[src/rtl/hrpwm_pkg.sv]
package hrpwm_pkg;

    // Fast-clock cycles per peripheral tick
    localparam int SUB_N = 8;
    localparam int SUB_W = $clog2(SUB_N);
    // Shift that separates tick and quarter bits in quarter-tick mode
    localparam int NORM_SH = SUB_W - 1;

    typedef enum logic [2:0] {
        WV_LOW,
        WV_HIGH,
        WV_EDGE,
        WV_MUTED,
        WV_PARKED
    } wv_state_t;

    // Sub-slot index for a fast-cycle position, by resolution
    function automatic logic [SUB_W-1:0] slot_of(
        input logic [SUB_W-1:0] sub,
        input logic             fine8
    );
        return fine8 ? sub : (sub >> 1);
    endfunction

endpackage

[src/rtl/hrpwm_ctrl_reg.sv]
module hrpwm_ctrl_reg #(
    parameter  int NUM_TIMERS = 2,
    parameter  int REG_W      = 8,
    localparam int FINE_BIT   = NUM_TIMERS
) (
    input  logic                  clk,
    input  logic                  rst_n,
    input  logic                  we,
    input  logic [REG_W-1:0]      wdata,
    input  logic                  tick,
    output logic [REG_W-1:0]      rdata,
    output logic [NUM_TIMERS-1:0] en_cfg,
    output logic                  fine_cfg,
    output logic [NUM_TIMERS-1:0] en_act,
    output logic                  fine_act
);

    logic [NUM_TIMERS-1:0] en_q;
    logic                  fine_q;
    logic [NUM_TIMERS-1:0] en_sh;
    logic                  fine_sh;
    logic                  unused_reserved;

    // Programmed value
    always_ff @(posedge clk) begin
        if (!rst_n) begin
            en_q   <= '0;
            fine_q <= 1'b0;
        end else if (we) begin
            en_q   <= wdata[NUM_TIMERS-1:0];
            fine_q <= wdata[FINE_BIT];
        end
    end

    // Applied value, refreshed on each tick strobe only
    always_ff @(posedge clk) begin
        if (!rst_n) begin
            en_sh   <= '0;
            fine_sh <= 1'b0;
        end else if (tick) begin
            en_sh   <= en_q;
            fine_sh <= fine_q;
        end
    end

    always_comb begin
        rdata                   = '0;
        rdata[NUM_TIMERS-1:0]   = en_q;
        rdata[FINE_BIT]         = fine_q;
    end

    assign unused_reserved = ^wdata[REG_W-1:FINE_BIT+1];
    assign en_cfg   = en_q;
    assign fine_cfg = fine_q;
    assign en_act   = en_sh;
    assign fine_act = fine_sh;

endmodule

[src/rtl/hrpwm_subslot_seq.sv]
module hrpwm_subslot_seq
    import hrpwm_pkg::*;
(
    input  logic             clk,
    input  logic             rst_n,
    input  logic             tick,
    input  logic             fine_act,
    output logic [SUB_W-1:0] sub_o,
    output logic [SUB_W-1:0] slot_next_o
);

    localparam logic [SUB_W-1:0] SUB_LAST = SUB_W'(SUB_N - 1);

    logic [SUB_W-1:0] sub_q;
    logic [SUB_W-1:0] sub_nx;

    // Fast-cycle position in the tick; parks on the last slot when idle
    always_ff @(posedge clk) begin
        if (!rst_n) begin
            sub_q <= SUB_LAST;
        end else if (tick) begin
            sub_q <= '0;
        end else if (sub_q != SUB_LAST) begin
            sub_q <= sub_q + 1'b1;
        end
    end

    assign sub_nx      = (sub_q == SUB_LAST) ? sub_q : sub_q + 1'b1;
    assign slot_next_o = slot_of(sub_nx, fine_act);
    assign sub_o       = sub_q;

endmodule

[src/rtl/hrpwm_edge_fsm.sv]
module hrpwm_edge_fsm
    import hrpwm_pkg::*;
#(
    parameter  int CNT_W = 4,
    localparam int CMP_W = CNT_W + SUB_W
) (
    input  logic             clk,
    input  logic             rst_n,
    input  logic             tick,
    input  logic             port_fine,
    input  logic             chan_en,
    input  logic             fine8,
    input  logic [CNT_W-1:0] count,
    input  logic [CMP_W-1:0] cmp,
    input  logic [SUB_W-1:0] slot_next,
    output logic             pin,
    output logic             muted
);

    localparam logic [CMP_W-1:0] MIN_NORM = CMP_W'(1 << NORM_SH);
    localparam logic [CMP_W-1:0] MIN_FINE = CMP_W'(SUB_N);

    wv_state_t        st_q, st_d, st_load;
    logic [SUB_W-1:0] csub_q, csub_d, csub_in;
    logic [CMP_W-1:0] cnt_ext;
    logic [CMP_W-1:0] tick_norm;
    logic [CMP_W-1:0] tick_fine;
    logic [CMP_W-1:0] tick_sel;
    logic             too_short;
    logic             plain_hi;
    logic             pin_d;
    logic             pin_q;

    // Split the scaled compare into tick and sub-slot parts
    always_comb begin
        cnt_ext   = CMP_W'(count);
        tick_norm = cmp >> NORM_SH;
        tick_fine = cmp >> SUB_W;
        tick_sel  = fine8 ? tick_fine : tick_norm;
        csub_in   = fine8 ? cmp[SUB_W-1:0] : SUB_W'(cmp[NORM_SH-1:0]);
        too_short = fine8 ? (cmp < MIN_FINE) : (cmp < MIN_NORM);
        plain_hi  = (count < cmp[CNT_W-1:0]);
    end

    // State chosen when a new tick starts
    always_comb begin
        if (!port_fine) begin
            st_load = plain_hi ? WV_HIGH : WV_LOW;
        end else if (!chan_en) begin
            st_load = WV_PARKED;
        end else if (too_short) begin
            st_load = WV_MUTED;
        end else if (cnt_ext < tick_sel) begin
            st_load = WV_HIGH;
        end else if ((cnt_ext == tick_sel) && (csub_in != '0)) begin
            st_load = WV_EDGE;
        end else begin
            st_load = WV_LOW;
        end
    end

    // Next-state logic
    always_comb begin
        st_d   = st_q;
        csub_d = csub_q;
        if (tick) begin
            st_d   = st_load;
            csub_d = csub_in;
        end else begin
            unique case (st_q)
                WV_EDGE: begin
                    if (slot_next >= csub_q) begin
                        st_d = WV_LOW;
                    end
                end
                WV_LOW, WV_HIGH, WV_MUTED, WV_PARKED: begin
                    st_d = st_q;
                end
                default: begin
                    st_d = WV_LOW;
                end
            endcase
        end
    end

    // State register
    always_ff @(posedge clk) begin
        if (!rst_n) begin
            st_q   <= WV_LOW;
            csub_q <= '0;
        end else begin
            st_q   <= st_d;
            csub_q <= csub_d;
        end
    end

    // Output decode
    always_comb begin
        unique case (st_q)
            WV_HIGH, WV_EDGE:               pin_d = 1'b1;
            WV_LOW, WV_MUTED, WV_PARKED:    pin_d = 1'b0;
            default:                        pin_d = 1'b0;
        endcase
    end

    always_ff @(posedge clk) begin
        if (!rst_n) begin
            pin_q <= 1'b0;
        end else begin
            pin_q <= pin_d;
        end
    end

    assign pin   = pin_q;
    assign muted = (st_q == WV_MUTED);

endmodule

[src/rtl/hrpwm_edge_ext.sv]
module hrpwm_edge_ext
    import hrpwm_pkg::*;
#(
    parameter  int NUM_TIMERS = 2,
    parameter  int CNT_W      = 4,
    parameter  int REG_W      = 8,
    localparam int CMP_W      = CNT_W + SUB_W
) (
    input  logic                        clk,
    input  logic                        rst_n,
    input  logic                        reg_we,
    input  logic [REG_W-1:0]            reg_wdata,
    output logic [REG_W-1:0]            reg_rdata,
    input  logic                        tick,
    input  logic [NUM_TIMERS*CNT_W-1:0] count_i,
    input  logic [NUM_TIMERS*CMP_W-1:0] cmp_i,
    output logic [NUM_TIMERS-1:0]       pin_o
);

    logic [NUM_TIMERS-1:0] en_cfg;
    logic                  fine_cfg;
    logic [NUM_TIMERS-1:0] en_act;
    logic                  fine_act;
    logic                  port_fine;
    logic [SUB_W-1:0]      sub_q;
    logic [SUB_W-1:0]      slot_next;
    logic [NUM_TIMERS-1:0] muted;

    hrpwm_ctrl_reg #(
        .NUM_TIMERS (NUM_TIMERS),
        .REG_W      (REG_W)
    ) u_ctrl (
        .clk      (clk),
        .rst_n    (rst_n),
        .we       (reg_we),
        .wdata    (reg_wdata),
        .tick     (tick),
        .rdata    (reg_rdata),
        .en_cfg   (en_cfg),
        .fine_cfg (fine_cfg),
        .en_act   (en_act),
        .fine_act (fine_act)
    );

    hrpwm_subslot_seq u_seq (
        .clk         (clk),
        .rst_n       (rst_n),
        .tick        (tick),
        .fine_act    (fine_act),
        .sub_o       (sub_q),
        .slot_next_o (slot_next)
    );

    // Any enable bit moves the shared pin group onto the fine path
    assign port_fine = |en_cfg;

    for (genvar t = 0; t < NUM_TIMERS; t++) begin : g_chan
        hrpwm_edge_fsm #(
            .CNT_W (CNT_W)
        ) u_fsm (
            .clk       (clk),
            .rst_n     (rst_n),
            .tick      (tick),
            .port_fine (port_fine),
            .chan_en   (en_cfg[t]),
            .fine8     (fine_cfg),
            .count     (count_i[t*CNT_W +: CNT_W]),
            .cmp       (cmp_i[t*CMP_W +: CMP_W]),
            .slot_next (slot_next),
            .pin       (pin_o[t]),
            .muted     (muted[t])
        );
    end

endmodule

[config.mk]
export PLATFORM = sky130hd
export DESIGN_NAME = hrpwm_edge_ext
export DESIGN_NICKNAME = d
export VERILOG_FILES = /design/src/rtl/hrpwm_pkg.sv /design/src/rtl/hrpwm_ctrl_reg.sv /design/src/rtl/hrpwm_subslot_seq.sv /design/src/rtl/hrpwm_edge_fsm.sv /design/src/rtl/hrpwm_edge_ext.sv
export SDC_FILE = /design/constraint.sdc
export NUM_CORES = 1
export LEC_CHECK = 0
export ABC_AREA = 0
export BUFFER_PORTS_ARGS = -buffer_cell sky130_fd_sc_hd__buf_2
export CAP_MARGIN = 10
export CORE_MARGIN = 2
export CORE_UTILIZATION = 48
export DETAILED_ROUTE_END_ITERATION = 10
export MAX_ROUTING_LAYER = met4
export PLACE_DENSITY = 0.8
export SYNTH_ARGS = -nofsm -noshare
export SYNTH_HDL_FRONTEND = slang
export SYNTH_SLANG_ARGS = --single-unit
[constraint.sdc]
create_clock -name clk -period 2.1 [get_ports clk]
set_input_delay 0.525 -clock clk [delete_from_list [all_inputs] [get_ports clk]]
set_output_delay 0.525 -clock clk [all_outputs]
set_load 0.005 [all_outputs]
**Yosys cells after proc, flatten, opt, wreduce, memory -nomap -nowiden**

Cells that the tools add are included.

- $lt $le $gt $ge: 10
- Equality and inequality tests: 16
- Muxes and demuxes: 30
- Reductions and logical operators: 14
- Add/sub/neg operators: 1

Operators by type and width:

| operator | count |
|---|---|
| 3-bit two-way mux | 18 |
| 4-bit by 7-bit equality test with 1-bit output | 2 |
| 4-bit by 7-bit < comparator with 1-bit output | 2 |
| 7-bit by 3-bit < comparator with 1-bit output, second input constant | 2 |
| 7-bit by 4-bit < comparator with 1-bit output, second input constant | 2 |
| 3-bit by 2-bit equality test with 1-bit output, second input constant | 4 |
| 3-bit one-hot mux with 2 select lines | 2 |
| 5-bit two-way mux | 2 |
| 3-bit equality test, second input constant | 3 |
| 4-bit < comparator | 2 |
| 4-bit OR reduction | 2 |
| 3-bit by 1-bit equality test with 1-bit output, second input constant | 2 |
| 3-bit greater-or-equal comparator | 2 |
| 3-bit zero test | 2 |
| 1-bit two-way mux | 6 |
| 3-bit by 2-bit != test with 1-bit output, second input constant | 2 |
| 3-bit nonzero test | 2 |
| 2-bit OR reduction | 3 |
| 2-bit two-way mux | 2 |
| 2-bit != test, second input constant | 2 |
| 2-bit AND reduction | 2 |
| 3-bit by 1-bit adder with 3-bit output, second input constant | 1 |
| 3-bit != test, second input constant | 1 |
| 1-bit logical AND | 2 |
| 2-bit nonzero test | 1 |

- Output and inout bits: 10
- Input port bits: 34
- Register bits after elaboration: 21
- Word-level logic and storage cells: 81

**Logic depth before layout (Yosys ltp)**

Gate-level depths: netlist of the first run.

- Depth after elaboration: 9
- Depth in mapped cells: 10
- Gate-level depth less buffers: 10

**Cells and area by module**

From an unflattened synthesis of the first run, not the netlist that was laid out.

- Cells, all modules: 198
- Area total of the unflattened synthesis: 1740.4 um^2

Modules (own cells, without submodules):

| module | times used | area an instance (um^2) | sequential area each (um^2) | cells each |
|---|---|---|---|---|
| hrpwm_edge_fsm | 2 | 619.3 | 140.1 | 74 |
| hrpwm_ctrl_reg | 1 | 281.5 | 120.1 | 27 |
| hrpwm_subslot_seq | 1 | 214.0 | 60.1 | 22 |
| hrpwm_edge_ext | 1 | 6.3 | 0.0 | 1 |

**Worst setup path after synthesis of the first run**

OpenSTA, ideal clock, no wires.

- Kind: register to register
- From: register u_seq.sub_q[0] (netlist: u_seq.sub_o[0])
- To: register g_chan[1].u_fsm.st_q[1]
- Setup time: 0.062 ns
- Period minus slack after synthesis: 2.032 ns
- Buffers on the path: 0
- Required time: 2.038 ns
- Path slack: 0.068 ns
- Arrival time: 1.970 ns
- Stages on the path, launching flop included: 11
- Cells stage by stage: dfxtp_1 ha_1 ha_1 mux2i_1 nor2_1 a21oi_1 ha_1 nand2b_1 a211oi_1 o311ai_0 nand3_1

- Word-level cells in the longest chain between the ends: 6
- Elaborated cells between the ends (all ways): 7
- Classes of those cells: add/sub: 1; order compare: 1; eq/ne: 2; mux: 2; reduce/logical: 1

Ends and longest elaborated chain:

| item | RTL line | text |
|---|---|---|
| start: declaration | hrpwm_subslot_seq.sv:14 | `logic [SUB_W-1:0] sub_q;` |
| start signal: assignment | hrpwm_subslot_seq.sv:24 | `sub_q <= sub_q + 1'b1;` |
| 3-bit by 1-bit adder with 3-bit output or 3-bit equality test (tied branches) | hrpwm_subslot_seq.sv:28 | `assign sub_nx = (sub_q == SUB_LAST) ? sub_q : sub_q + 1'b1;` |
| 3-bit two-way mux (*) | hrpwm_subslot_seq.sv:28 |  |
| 3-bit two-way mux (*) | hrpwm_pkg.sv:22 | `return fine8 ? sub : (sub >> 1);` |
| 3-bit greater-or-equal comparator (*) | hrpwm_edge_fsm.sv:72 | `if (slot_next >= csub_q) begin` |
| 3-bit by 2-bit != test with 1-bit output (no source line) (*) | -- |  |
| 2-bit AND reduction (no source line) (*) | -- |  |
| end signal: assignment | hrpwm_edge_fsm.sv:92 | `st_q <= st_d;` |
| end: declaration | hrpwm_edge_fsm.sv:23 | `wv_state_t st_q, st_d, st_load;` |

Mark *: on every way between the ends. The rest lies on a longest branch, timed or not.
A chain may end at the register's enable or synchronous reset.

**Worst setup path in the final report of the first run**

- From: register u_seq.sub_q[1] (netlist: u_seq.sub_o[1])
- To: register g_chan[0].u_fsm.st_q[1]

- Word-level cells in the longest chain between the ends: 6
- Elaborated cells between the ends (all ways): 7
- Classes of those cells: add/sub: 1; order compare: 1; eq/ne: 2; mux: 2; reduce/logical: 1

Ends and longest elaborated chain:

| item | RTL line |
|---|---|
| 3-bit by 1-bit adder with 3-bit output or 3-bit equality test (tied branches) | hrpwm_subslot_seq.sv:28 |
| 3-bit two-way mux (*) | hrpwm_subslot_seq.sv:28 |
| 3-bit two-way mux (*) | hrpwm_pkg.sv:22 |
| 3-bit greater-or-equal comparator (*) | hrpwm_edge_fsm.sv:72 |
| 3-bit by 2-bit != test with 1-bit output (no source line) (*) | -- |
| 2-bit AND reduction (no source line) (*) | -- |
| end signal: assignment | hrpwm_edge_fsm.sv:92 |
| end: declaration | hrpwm_edge_fsm.sv:23 |

Marked as above.

==> flow_summary.ini, run 1 <==
[run_status]
outcome = finished clean

[job]
drv_cap = 0

[layout]
final_cell_area_um2 = 1960
diodes = 0
fin_util_pct = 58.7
area_growth_pct = 18.0
drive_above_1_share_pct = 28.2
seqCellArea_um2 = 423
multiInputGateArea_um2 = 1150
fillerInstances = 320
num-nets-final = 285

[clocking]
cts_buffers = 3
cts_root_buffer = clkbuf_4
path_clk_slew_ns = 0.12
clk_latency_ns = 0.32
cts_tree = yes
h-tree-depth = 1
clock_sinks = 21
cts.path.max_buffers = 2

[power_and_ir_drop]
peakVddDrop_v = 0.000199
p_leak_nw = 0.918
power_density_nw_per_um2 = 510

[floorplan]
die_w_um = 62.8
die_h_um = 62.8
rows = 21
start_util_pct = 49.8
core-area_um2 = 3340
die-area_um2 = 3950
io_pins = 44

[worst_setup_path]
reg2reg_from = u_seq.sub_o[1]$_SDFFE_PN1P_
cp_slowest_cell = dfxtp_2
cp-end-kind = flop
crit_chain = ha_4, ha_4, mux2i_2, nor2_1, a21oi_2, ha_1, nand2b_4, a211oi_2, o311ai_1, nand3_1
max_stage_delay_ns = 0.37
worst_path_most_repeated_cell = ha_4
crit_required_ns = 2.37
path_class = flop to flop
crit_start = u_seq.sub_o[1]$_SDFFE_PN1P_
crit_path_start_kind = flop
cp_max_fo = 3
arrival_ns = 2.24

[place]
dp_slack_ns = -0.105
gp_congestion = 0.837
io_buffers = 33
place_hpwl_um = 2540
dpl_cell_area_um2 = 1850

[global_routing]
grt_overflow_total = 0
antenna_found_initial = 0
grt_pass1_wl_um = 5490
grt_usage_pct = 17.8
grt_start_max_net_pins = 20
grt_pass1_vias = 1247

[timing]
worst_slack_ns = 0.128
min_period_ns = 1.97
hold_viol_final = 0
setup-tns-final_ns = 0
max_freq_ghz = 0.507
finalSetupViolCount = 0
fin_crit_sh_pct = 93.9
slew_violations = 0
whs_ns = 0.465
skew_ns = 0.00791

[route]
drc = 0
vias = 1374
wire_per_inst_um = 11.7
first_iter_violations = 28
drt_first_pass_iters = 4
detail-route-antenna-nets = 0
via_per_inst = 5.03
wl_um = 3200

[synth]
ys_seq_elements = 21
synth_cell_type_count = 33
ys_seq_area_share_pct = 25.3
synth_cells = 191
avgSynthCellArea_um2 = 8.69
syn-cell-area_um2 = 1660
yosysWarnings = 0

[hold_path]
hold_start = reg_wdata[2]
hold_path.class = input port to flop
layer usage:
metal / up-vias / track usage, % / wire [µm]
met5: - / - / 0
met4: 0 / 9.72 / 85
met3: 7 / 3.06 / 114
met2: 31 / 27.4 / 1450
met1: 609 / 22.3 / 1550
li1: 727 / - / -
sequential cells by signal, summed over array words and instances, names as in the netlist:
signal / flops
u_ctrl.fine_cfg: 1
u_seq.sub_o: 3
u_ctrl.fine_act: 1
g_chan.u_fsm.st_q: 6
g_chan.u_fsm.csub_q: 6
g_chan.u_fsm.pin: 2
u_ctrl.en_cfg: 2
final timing paths:
check,endpoint,slack (ns),cells past startpoint
hold / removal,u_ctrl.fine_cfg$_SDFFE_PN0P_,0.46,3
setup / recovery,g_chan[0].u_fsm.st_q[1]$_SDFFE_PN0P_,0.13,10
hold reg to reg,g_chan[0].u_fsm.pin$_SDFF_PN0_,0.52,2
setup reg to reg,g_chan[0].u_fsm.st_q[1]$_SDFFE_PN0P_,0.13,10
metrics by stage:
stage,power (W),std cells
6_report,0.000999,273
5_1_grt,0.00107,273
4_1_cts,0.000963,270
3_5_place_dp,0.000747,266
3_3_place_gp,0.000737,266
2_1_floorplan,0.000655,195
power by group:
part           total [W]  leakage, nW  internal, W  switching (W)
Combinational   0.000350        0.728     0.000182       0.000168
Clock           0.000202       0.0177    0.0000715       0.000131
Sequential      0.000446        0.172     0.000424      0.0000226
synthesized netlist by cell type:
library cell,count,area [µm²]
buf_4,10,75.1
nand2b_4,2,27.5
a21oi_1,3,15.0
conb_1,1,3.75
nand3_1,6,30.0
a211oi_2,2,25.0
nor4_1,2,12.5
o311ai_0,2,17.5
clkbuf_1,1,3.75
o21ai_1,7,35.0
and2_1,2,12.5
and3_1,1,6.26
o31ai_1,2,15.0
o21ai_0,5,25.0
mux2i_1,17,170
dfxtp_1,21,420
inv_1,15,56.3
o21a_1,3,22.5
buf_6,1,11.3
a211oi_1,4,30.0
a221o_1,2,20.0
o2111ai_1,2,17.5
xnor2_1,3,26.3
nor4b_1,2,17.5
nor2_1,14,52.6
and4_1,1,8.76
buf_2,3,15.0
nor4_2,2,25.0
nand2_1,10,37.5
nand2b_1,7,43.8
nor2b_1,14,87.6
ha_1,23,288
a31oi_1,1,6.26
area by class of cell:
cell class,count,share of cell area [%]
Clock buffer,3,1.15
Clock inverter,1,0.255
Inverter,15,2.87
Multi-Input combinational cell,144,58.9
Sequential cell,21,21.6
Tap cell,46,2.94
Timing Repair Buffer,43,12.3
repair_timing:
action	4_1_cts	5_1_grt
gates resized for setup	8	7
pin swaps	0	9
setup endpoints to repair	2	2
hold buffers	0	0
buffers inserted	0	3
cell usage in the layout, fill, tap and decap left out, drive strengths merged, types with 4 or more instances in the layout:
| master | n |
|---|---|
| o21ai | 12 |
| dfxtp | 21 |
| conb | 5 |
| mux2i | 17 |
| nor2 | 14 |
| ha | 23 |
| nor4 | 4 |
| buf | 43 |
| inv | 15 |
| nand3 | 6 |
| nand2 | 10 |
| a211oi | 6 |
| nor2b | 14 |
| nand2b | 9 |
worst max-delay path, delay by kind of cell (launching register included):
family,cells,cell delay [ns]
muxes,1,0.25
AOI/OAI and AO/OA,3,0.44
DFF,1,0.37
adders and majority gates,3,0.56
and+or+nand+nor,3,0.32
kinds of logic (layout without fill, tap and decap cells):
group           Yosys count  after routing  synth area share [%]
xor+xnor                  3              3                  1.58
simple gates             63             63                  21.8
mux                      17             17                  10.2
compound gates           33             33                  13.8
other cells               1              5                 0.226
flops                    21             21                  25.3
fa+ha+maj                23             23                  17.3
buf+inv                  30             62                  9.72
No activity file was read; power rests on OpenSTA's default activity.
==> run 2, diff against run 1 <==
CELL_PAD_IN_SITES_DETAIL_PLACEMENT = 1   (was unset)
CELL_PAD_IN_SITES_GLOBAL_PLACEMENT = 1   (was unset)
CORE_UTILIZATION = 35   (was 48)
PLACE_DENSITY = 0.79   (was 0.8)
==> flow_summary.ini, run 2 (same netlist as run 1, synthesis figures left out) <==
[place]
place_hpwl_um = 3310
dp_slack_ns = -0.141
io_buffers = 33
gp_congestion = 0.859

[route]
wire_per_inst_um = 15.1
wl_um = 4210
first_iter_violations = 56
drt_first_pass_iters = 4
drc = 0
detail-route-antenna-nets = 0
via_per_inst = 5.27
vias = 1470

[clocking]
cts_buffers = 3
h-tree-depth = 1
cts_tree = yes
clock_sinks = 21
cts_root_buffer = clkbuf_8
path_clk_slew_ns = 0.08
clk_latency_ns = 0.26
holdBufCountCts = 0
cts.path.max_buffers = 2

[worst_setup_path]
crit_path_start_kind = flop
cp-end-kind = flop
crit_required_ns = 2.24
path_class = flop to flop
cp_max_fo = 3
arrival_ns = 2.19

[floorplan]
rows = 25
core-area_um2 = 4660
io_pins = 44
die-area_um2 = 5310
start_util_pct = 35.6
die_w_um = 72.9
die_h_um = 72.9

[global_routing]
grt_start_max_net_pins = 21
grt_overflow_total = 0
antenna_found_initial = 0
grt_usage_pct = 17.6
grt_pass1_wl_um = 7110
grt_pass1_vias = 1569

[layout]
layout_commonest_cell = buf_2
fin_util_pct = 42.7
num-nets-final = 283
drive_above_1_share_pct = 27.6
fillerInstances = 568
area_growth_pct = 20.0
diodes = 0
layout_common_cells = buf_2 (33), ha_1 (21), dfxtp_1 (19), inv_1 (15), mux2i_1 (15)

[timing]
max_freq_ghz = 0.488
finalSetupViolCount = 0
hold_viol_final = 0
skew_ns = 0.00490
rsz0062_at_grt = true
slew_violations = 0
fin_crit_sh_pct = 97.6
setup-tns-final_ns = 0
worst_slack_ns = 0.0508
whs_ns = 0.523
min_period_ns = 2.05

[job]
drv_cap = 0

[run_status]
outcome = finished clean

[power_and_ir_drop]
peakVddDrop_v = 0.000205
p_leak_nw = 0.912
power_density_nw_per_um2 = 551

[hold_path]
hold_path.class = flop to flop
## run 2: final cells by class
cell class	count	area, µm²	area share [%]
Multi-Input combinational cell	144	1170	58.7
Timing Repair Buffer	41	229	11.5
Sequential cell	21	425	21.4
Inverter	15	56.3	2.83
Tap cell	54	67.6	3.39
Clock buffer	4	45.0	2.26
## run 2: timing repair
item | CTS | global route
gates cloned | 0 | 0
pin swaps | 1 | 5
setup endpoints to repair | 2 | 2
buffers inserted | 0 | 2
gates resized for setup | 7 | 12
## run 2: stage by stage
step | total power, W | instances | cell area (µm²)
floorplan | 0.000655 | 195 | 1680
global placement | 0.000747 | 273 | 1850
detailed placement | 0.000768 | 273 | 1850
CTS | 0.00106 | 277 | 1920
global route | 0.00117 | 279 | 1990
finish | 0.00110 | 279 | 1990
## run 2: power by group
part,total (W),switching (W),leakage [nW],internal [W]
Sequential,0.000447,0.0000234,0.173,0.000424
Clock,0.000268,0.000133,0.0228,0.000135
Combinational,0.000383,0.000188,0.717,0.000195
Total,0.00110,0.000344,0.912,0.000754
## run 2: worst max-delay path, cell delays in order, from the launching register on
cell,delay [ns]
dfxtp_4,0.36
ha_4,0.16
ha_4,0.18
mux2i_4,0.19
nor2_2,0.11
a21oi_2,0.06
ha_1,0.29
nand2b_4,0.11
a211oi_2,0.06
o311ai_2,0.29
nand3_1,0.11
## run 2: path summary, 6_finish.rpt
path	slack (ns)	startpoint	cells past startpoint	to
worst min register to register	0.52	g_chan[1].u_fsm.st_q[1]$_SDFFE_PN0P_	2	g_chan[1].u_fsm.st_q[1]$_SDFFE_PN0P_
worst min-delay path	0.52	g_chan[1].u_fsm.st_q[1]$_SDFFE_PN0P_	2	g_chan[1].u_fsm.st_q[1]$_SDFFE_PN0P_
worst max-delay path	0.05	u_seq.sub_o[1]$_SDFFE_PN1P_	10	g_chan[0].u_fsm.st_q[1]$_SDFFE_PN0P_
worst max register to register	0.05	u_seq.sub_o[1]$_SDFFE_PN1P_	10	g_chan[0].u_fsm.st_q[1]$_SDFFE_PN0P_
## run 2: per-layer routing
metal | vias to the layer above | global-route usage [%] | wire length, µm
li1 | 722 | - | -
met1 | 713 | 19.8 | 1760
met2 | 28 | 32.2 | 2270
met3 | 7 | 1.38 | 92
met4 | 0 | 6.58 | 78
met5 | - | - | 0
==> run 3, diff against run 2 <==
CORE_UTILIZATION = 30   (was 35)
PLACE_DENSITY = 0.7   (was 0.79)
==> flow_summary.ini, run 3 (same netlist as run 1, synthesis figures left out) <==
[worst_setup_path]
arrival_ns = 2.21
cp_max_fo = 3
cp_slowest_cell = dfxtp_4
cp_top_family = adder cells
max_stage_delay_ns = 0.35
cp_num_buf_inv = 1
crit_path_start_kind = flop
crit_chain = ha_4, ha_4, mux2i_4, buf_4, mux2i_2, ha_1, a211oi_4, o311ai_2, nand3_1
cp-end-kind = flop
worst_path_most_repeated_cell = ha_4
crit_required_ns = 2.31
path_class = flop to flop

[timing]
setup-tns-final_ns = 0
skew_ns = 0.00377
hold_viol_final = 0
rsz0062_at_grt = true
finalSetupViolCount = 0
worst_slack_ns = 0.0995
min_period_ns = 2.00
max_freq_ghz = 0.500
slew_violations = 0
fin_crit_sh_pct = 95.3

[global_routing]
antenna_found_initial = 0
met1_usage_pct = 18.0
grt_use_met2_pct = 22.2
grt_overflow_total = 0
grt_start_max_net_pins = 13
grt_pass1_wl_um = 6670
grt-busiest-layer = met2
grt_usage_pct = 13.9
grt_use_met3_pct = 1.38
grt_pass1_vias = 1464

[route]
vias = 1415
wl_um = 3880
via_per_inst = 4.73
drt_first_pass_iters = 4
detail-route-antenna-nets = 0
first_iter_violations = 31
drc = 0
wire_per_inst_um = 13.0

[place]
place_hpwl_um = 3140
gp_congestion = 0.793
dp_slack_ns = -0.180
io_buffers = 33

[power_and_ir_drop]
p_leak_nw = 0.917
power_frac_comb_pct = 34.4
p_switching_w = 0.000340
internal_power_w = 0.000752
peakVddDrop_v = 0.000185
swShare_pct = 31.2
total_power_w = 0.00109
clock_power_share_pct = 24.7
p_seq_share_pct = 40.8
power_density_nw_per_um2 = 538

[job]
drv_cap = 0

[floorplan]
die_h_um = 78.4
core-area_um2 = 5440
io_pins = 44
rows = 27
start_util_pct = 30.5
die-area_um2 = 6150
die_w_um = 78.4

[clocking]
clock_sinks = 21
cts_tree = yes
cts.path.max_buffers = 2
cts_buffers = 3
clk_latency_ns = 0.26
h-tree-depth = 1
path_clk_slew_ns = 0.08
cts_root_buffer = clkbuf_8

[layout]
area_growth_pct = 22.3
layout_commonest_cell = buf_2
num-nets-final = 285
drive_above_1_share_pct = 28.2
fillerInstances = 665
seqCellArea_um2 = 425
layout_common_cells = buf_2 (33), ha_1 (21), dfxtp_1 (19), inv_1 (15), mux2i_1 (15)
multiInputGateArea_um2 = 1170
diodes = 0

[hold_path]
hold_path.class = flop to flop

[run_status]
outcome = finished clean
[run 3: cell count changes in the layout (fill, tap and decap cells not counted), sizes merged]
cell	before	now
buf	41	43
[run 3: cell type report]
class	count	share of cell area, %
inverters	15	2.77
repair buffers	43	11.8
multi-input cells	144	57.8
clock buffers	4	2.22
flip-flops and latches	21	20.9
well taps	72	4.44
[run 3: what timing repair did]
| item | 4_1_cts | 5_1_grt |
|---|---|---|
| endpoints found under the setup margin | 2 | 2 |
| gates resized for setup | 6 | 13 |
| pin swaps | 2 | 1 |
| hold buffers | 0 | 0 |
| buffers inserted | 0 | 2 |
[run 3: final timing paths]
path	cells past startpoint	to	slack, ns	start
max reg2reg	9	g_chan[1].u_fsm.st_q[1]$_SDFFE_PN0P_	0.1	u_seq.sub_o[1]$_SDFFE_PN1P_
min	2	g_chan[0].u_fsm.pin$_SDFF_PN0_	0.52	g_chan[0].u_fsm.st_q[2]$_SDFFE_PN0P_
min reg2reg	2	g_chan[0].u_fsm.pin$_SDFF_PN0_	0.52	g_chan[0].u_fsm.st_q[2]$_SDFFE_PN0P_
max	9	g_chan[1].u_fsm.st_q[1]$_SDFFE_PN0P_	0.1	u_seq.sub_o[1]$_SDFFE_PN1P_
[run 3: per-stage QoR]
stage	hold slack [ns]	std cells	utilization [%]	cell area [µm²]
6_report	0.518	299	37.3	2030
2_1_floorplan	0.483	195	-	1680
3_3_place_gp	0.500	293	34.7	1890
3_5_place_dp	0.509	293	34.7	1890
4_1_cts	0.520	297	35.8	1950
5_1_grt	0.544	299	37.3	2030
[run 3: power by group through the flow]
stage	Clock [W]	Combinational, W	Sequential, W
3_5_place_dp	0	0.000317	0.000451
6_report	0.000270	0.000376	0.000446
5_1_grt	0.000299	0.000425	0.000449
2_1_floorplan	0	0.000209	0.000446
4_1_cts	0.000281	0.000331	0.000442
3_3_place_gp	0	0.000305	0.000450
[run 3: layer usage]
| layer | wire length, µm | part of all wire, % |
|---|---|---|
| met2 | 1800 | 46 |
| met5 | 0 | 0 |
| met4 | 61 | 1.6 |
| met3 | 149 | 3.8 |
| met1 | 1870 | 48 |
[run 3: worst min-delay path: stages, from the launching register on]
cell and delay (ns):
dfxtp_1 0.32, nand2b_1 0.12, nor2_1 0.05
